## src/rtl/pair_pkg.sv

```systemverilog
package pair_pkg;

    // Pipe class of a decoded instruction
    typedef enum logic [1:0] {
        CLS_EITHER  = 2'b00,
        CLS_PRIMARY = 2'b01,
        CLS_BOTH    = 2'b10,
        CLS_RSVD    = 2'b11
    } pipe_cls_e;

    // Issue decision presented to the pipes this cycle
    typedef enum logic [1:0] {
        ST_IDLE  = 2'b00,
        ST_SOLO  = 2'b01,
        ST_SPLIT = 2'b10,
        ST_DUAL  = 2'b11
    } issue_st_e;

endpackage

```

## src/rtl/pair_dep_check.sv

```systemverilog
module pair_dep_check #(
    parameter int REG_W   = 5,
    parameter int NUM_SRC = 2
) (
    input  logic [REG_W-1:0]         older_dst,
    input  logic [REG_W-1:0]         young_dst,
    input  logic [NUM_SRC*REG_W-1:0] young_src,
    output logic                     raw_hit,
    output logic                     waw_hit
);
    localparam int SRC_W = NUM_SRC * REG_W;

    logic             older_writes;
    logic [NUM_SRC-1:0] src_match;

    // Register 0 is never a real producer
    assign older_writes = (older_dst != '0);

    generate
        for (genvar k = 0; k < NUM_SRC; k++) begin : g_src
            assign src_match[k] = (young_src[k*REG_W +: REG_W] == older_dst);
        end
    endgenerate

    assign raw_hit = older_writes && (|src_match);
    assign waw_hit = older_writes && (young_dst == older_dst);

    logic unused_w;
    assign unused_w = ^SRC_W;
endmodule

```

## src/rtl/pair_class_rules.sv

```systemverilog
module pair_class_rules
    import pair_pkg::*;
(
    input  logic [1:0] older_cls,
    input  logic [1:0] young_cls,
    output logic       class_ok
);
    pipe_cls_e o_cls;
    pipe_cls_e y_cls;
    logic      older_excl;
    logic      young_sec_ok;

    assign o_cls = pipe_cls_e'(older_cls);
    assign y_cls = pipe_cls_e'(young_cls);

    // An instruction claiming both pipes (or the reserved code) blocks pairing
    always_comb begin
        unique case (o_cls)
            CLS_EITHER, CLS_PRIMARY: older_excl = 1'b0;
            CLS_BOTH, CLS_RSVD:      older_excl = 1'b1;
            default:                 older_excl = 1'b1;
        endcase
    end

    // The secondary pipe takes only the common class
    always_comb begin
        unique case (y_cls)
            CLS_EITHER: young_sec_ok = 1'b1;
            CLS_PRIMARY, CLS_BOTH, CLS_RSVD: young_sec_ok = 1'b0;
            default:    young_sec_ok = 1'b0;
        endcase
    end

    assign class_ok = !older_excl && young_sec_ok;
endmodule

```

## src/rtl/pair_issue_ctrl.sv

```systemverilog
module pair_issue_ctrl
    import pair_pkg::*;
#(
    parameter int REG_W   = 5,
    parameter int NUM_SRC = 2
) (
    input  logic                     clk,
    input  logic                     rst_n,
    input  logic                     s0_valid,
    input  logic [1:0]               s0_class,
    input  logic [REG_W-1:0]         s0_dst,
    input  logic [NUM_SRC*REG_W-1:0] s0_src,
    input  logic                     s1_valid,
    input  logic [1:0]               s1_class,
    input  logic [REG_W-1:0]         s1_dst,
    input  logic [NUM_SRC*REG_W-1:0] s1_src,
    output logic                     pri_issue,
    output logic                     sec_issue,
    output logic                     hold_young,
    output logic [REG_W-1:0]         pri_dst,
    output logic [NUM_SRC*REG_W-1:0] pri_src,
    output logic [REG_W-1:0]         sec_dst,
    output logic [NUM_SRC*REG_W-1:0] sec_src
);
    localparam int SRC_W = NUM_SRC * REG_W;

    issue_st_e        state_q, state_d;
    logic             raw_hit, waw_hit, class_ok, can_pair;
    logic [REG_W-1:0] pdst_q, sdst_q;
    logic [SRC_W-1:0] psrc_q, ssrc_q;

    pair_dep_check #(.REG_W(REG_W), .NUM_SRC(NUM_SRC)) u_dep (
        .older_dst (s0_dst),
        .young_dst (s1_dst),
        .young_src (s1_src),
        .raw_hit   (raw_hit),
        .waw_hit   (waw_hit)
    );

    pair_class_rules u_cls (
        .older_cls (s0_class),
        .young_cls (s1_class),
        .class_ok  (class_ok)
    );

    assign can_pair = class_ok && !raw_hit && !waw_hit;

    // Next decision from the current slots
    always_comb begin
        if (!s0_valid)      state_d = ST_IDLE;
        else if (!s1_valid) state_d = ST_SOLO;
        else if (can_pair)  state_d = ST_DUAL;
        else                state_d = ST_SPLIT;
    end

    // State register
    always_ff @(posedge clk) begin
        if (!rst_n) state_q <= ST_IDLE;
        else        state_q <= state_d;
    end

    // Routed fields, zero for a pipe that does not receive an instruction
    always_ff @(posedge clk) begin
        if (!rst_n) begin
            pdst_q <= '0;
            psrc_q <= '0;
            sdst_q <= '0;
            ssrc_q <= '0;
        end else begin
            pdst_q <= (state_d != ST_IDLE) ? s0_dst : '0;
            psrc_q <= (state_d != ST_IDLE) ? s0_src : '0;
            sdst_q <= (state_d == ST_DUAL) ? s1_dst : '0;
            ssrc_q <= (state_d == ST_DUAL) ? s1_src : '0;
        end
    end

    // Outputs decoded from the state
    always_comb begin
        pri_issue  = 1'b0;
        sec_issue  = 1'b0;
        hold_young = 1'b0;
        unique case (state_q)
            ST_IDLE:  ;
            ST_SOLO:  pri_issue = 1'b1;
            ST_SPLIT: begin
                pri_issue  = 1'b1;
                hold_young = 1'b1;
            end
            ST_DUAL: begin
                pri_issue = 1'b1;
                sec_issue = 1'b1;
            end
            default:  ;
        endcase
    end

    assign pri_dst = pdst_q;
    assign pri_src = psrc_q;
    assign sec_dst = sdst_q;
    assign sec_src = ssrc_q;
endmodule

```

## config.mk

```make
export PLATFORM = sky130hd
export DESIGN_NAME = pair_issue_ctrl
export DESIGN_NICKNAME = d
export VERILOG_FILES = /design/src/rtl/pair_pkg.sv /design/src/rtl/pair_dep_check.sv /design/src/rtl/pair_class_rules.sv /design/src/rtl/pair_issue_ctrl.sv
export SDC_FILE = /design/constraint.sdc
export NUM_CORES = 1
export LEC_CHECK = 0
export BUFFER_PORTS_ARGS = -buffer_cell sky130_fd_sc_hd__clkbuf_2
export CORE_MARGIN = 2
export CORE_UTILIZATION = 39
export CTS_CLUSTER_DIAMETER = 150
export CTS_CLUSTER_SIZE = 30
export DETAILED_ROUTE_END_ITERATION = 8
export PLACE_DENSITY_LB_ADDON = 0.15
export SLEW_MARGIN = 30
export SYNTH_ARGS = -nofsm -noshare
export SYNTH_HDL_FRONTEND = slang
export SYNTH_SLANG_ARGS = --single-unit
export TNS_END_PERCENT = 30
```

## constraint.sdc

```tcl
create_clock -name clk -period 1.03 [get_ports clk]
set_input_delay 0.0515 -clock clk [delete_from_list [all_inputs] [get_ports clk]]
set_output_delay 0.0515 -clock clk [all_outputs]
set_load 0.1 [all_outputs]
```

==> run metrics <==
area delta synth->final=101%; main flop type after synthesis=dfxtp_1; GRT Total Usage=0.232; CTS root buf=clkbuf_4; critical path class=flop to output port; CTS H-tree lvls=2; number of enable-type register cells in the synthesized netlist=0; total CTS buffers=5; number of synthesis warnings=0; Die Ht=61.5 um; critical-path maximum fanout=3; Clk pin slew, worst setup/hold paths=90 ps; chip width=roughly 62 um; Diodes inserted=0; max_slew headroom=0.809; Final Hold Vio Count=0; 1st-iter DRT viols=26; routed wl met2=2.17 mm; CTS Buffer Depth=2; CTS tree=built; FF+latch count, synth=32; placer congestion estimate=0.841; Synthesized Nets=158; fraction of layout cells with a size suffix above 1=0.489; crit share post-route=1.11; largest net degree at the start of global routing=16; highest routed layer=met4; most common cell after layout, fill and taps aside=clkbuf_2; Port Buffers=69; post-CTS setup buffer count=0; Core Area=3100 um^2; fmax=~880 MHz; overall die area=3780 um^2; type of the tightest min-delay check=input port to flop; first-pass GRT wire length=6.11 mm; worst-margin pin slew=285 ps; nets@finish=268; Syn Std Cell Area=1290 um^2; total wire length=about 4 mm; Max Slew Vio Count=0; CP endpoint kind=output port; WL met3=234 um; Lkg Pwr=1.11 nW; sequential element share of the synthesized area=0.497; # DRC=0; Post-Route M1 WL=1.50 mm; FP Rows=20; Avg WL per Cell=around 15 um; vias per cell=4.83; Critical-path top delay cell=dfxtp_2; number of I/O pins=71; post-synthesis cell type count=27; vias in the first global route=1333; Worst setup SP type=flop; estimated wirelength of the detail-placed design=approximately 2.8 mm; Critical Path AT=1090 ps; PnR worst setup slack=-109 ps; pre-CTS setup slack=-208 ps; cells along the critical path=or2_4, buf_12; Layout Utilization=0.836; VDD IR max=700 uV; Initial Utilization=0.416; RSZ-0062 raised after global routing=true; final setup violation count=3; Max-cap violations=0; Syn Area/Cell=10.7 um^2; CP max stage delay=350 ps; grt total ovfl=0; DR vias=1328; Post-Syn Instances=120; fin crit period=1140 ps; status=finished with violations; initial antenna violation count=0; failing checks=setup timing; Critical Path RT=980 ps; most frequent cells in the layout=clkbuf_2 (36), buf_12 (34), dfxtp_1 (30); first-pass iteration count of the detailed router=4; Async SR Flop Fraction=0; PD cells=between 1000 and 1500 nW/um^2; Antenna Violating Nets Remaining=0; CTS sink cnt=32
==> flip-flops by register name (all words and copies together), names as in the netlist <==
| name | cells |
|---|---|
| state_q | 2 |
| sec_dst | 5 |
| pri_dst | 5 |
| pri_src | 10 |
| sec_src | 10 |
==> cells by family after synthesis <==
family / Yosys count / synth area share
and+or+nand+nor: 48 / 0.218
AOI/OAI and AO/OA: 19 / 0.153
xor gates and xnor gates: 15 / 0.102
DFF: 32 / 0.497
buffers and inverters: 6 / 0.0301
==> cell type report <==
cell class              count  area, um^2
repair buffers            109        1220
fillers                   194         509
flip-flops and latches     32         643
multi-input cells          82         621
clock buffers               8        58.8
well taps                  44        55.1
==> worst max-delay path, delay by kind of cell, from the launching register on <==
kind          cells  cell delay (ps)
simple gates      1              240
buf+inv           1              160
flops             1              350
==> cell usage after synthesis, types with 2 or more instances <==
cell,n,share of area
clkbuf_1,2,0.0058
a211oi_2,10,0.097
a211oi_1,5,0.029
nand2_1,19,0.055
and3_1,10,0.048
dfxtp_1,32,0.50
nand3_1,3,0.012
xor2_1,2,0.014
nor3b_1,2,0.012
buf_4,2,0.012
and3_2,5,0.029
xnor2_1,13,0.088
==> timing repair <==
action,4_1_cts,5_1_grt
endpoints found under the setup margin,3,3
pin swaps,1,0
endpoints found under the hold margin,25,0
hold buffers,25,0
resized for setup,3,0
==> metal layers <==
| layer | track usage | vias to the layer above |
|---|---|---|
| met3 | 0.0861 | 9 |
| li1 | - | 646 |
| met1 | 0.240 | 617 |
| met2 | 0.418 | 56 |
| met5 | 0 | - |
| met4 | 0.100 | 0 |
==> report_power, final <==
part | internal (mW) | switching, mW | leakage (nW)
logic | 0.340 | 0.423 | 0.817
clock network | 0.336 | 0.391 | 0.0326
registers | 1.27 | 0.0259 | 0.261
==> stage by stage <==
stage	std cells	hold slack (ps)	setup TNS, ps	instance area, um^2	power (mW)
after floorplan	120	148	-145	1300	1.69
after global placement	242	290	-1270	2280	1.99
after detailed placement	242	295	-2460	2280	2.01
final	275	22.9	-233	2590	2.78
after global routing	275	15.7	-419	2590	2.91
after CTS	275	1.08	-251	2590	2.80
==> final timing paths <==
path / startpoint / end / slack (ps) / cells past startpoint
max: state_q[0] / pri_issue / -110 / 2
min: s1_valid / state_q[0] / 20 / 3
Power figures use the tool's default switching activity.
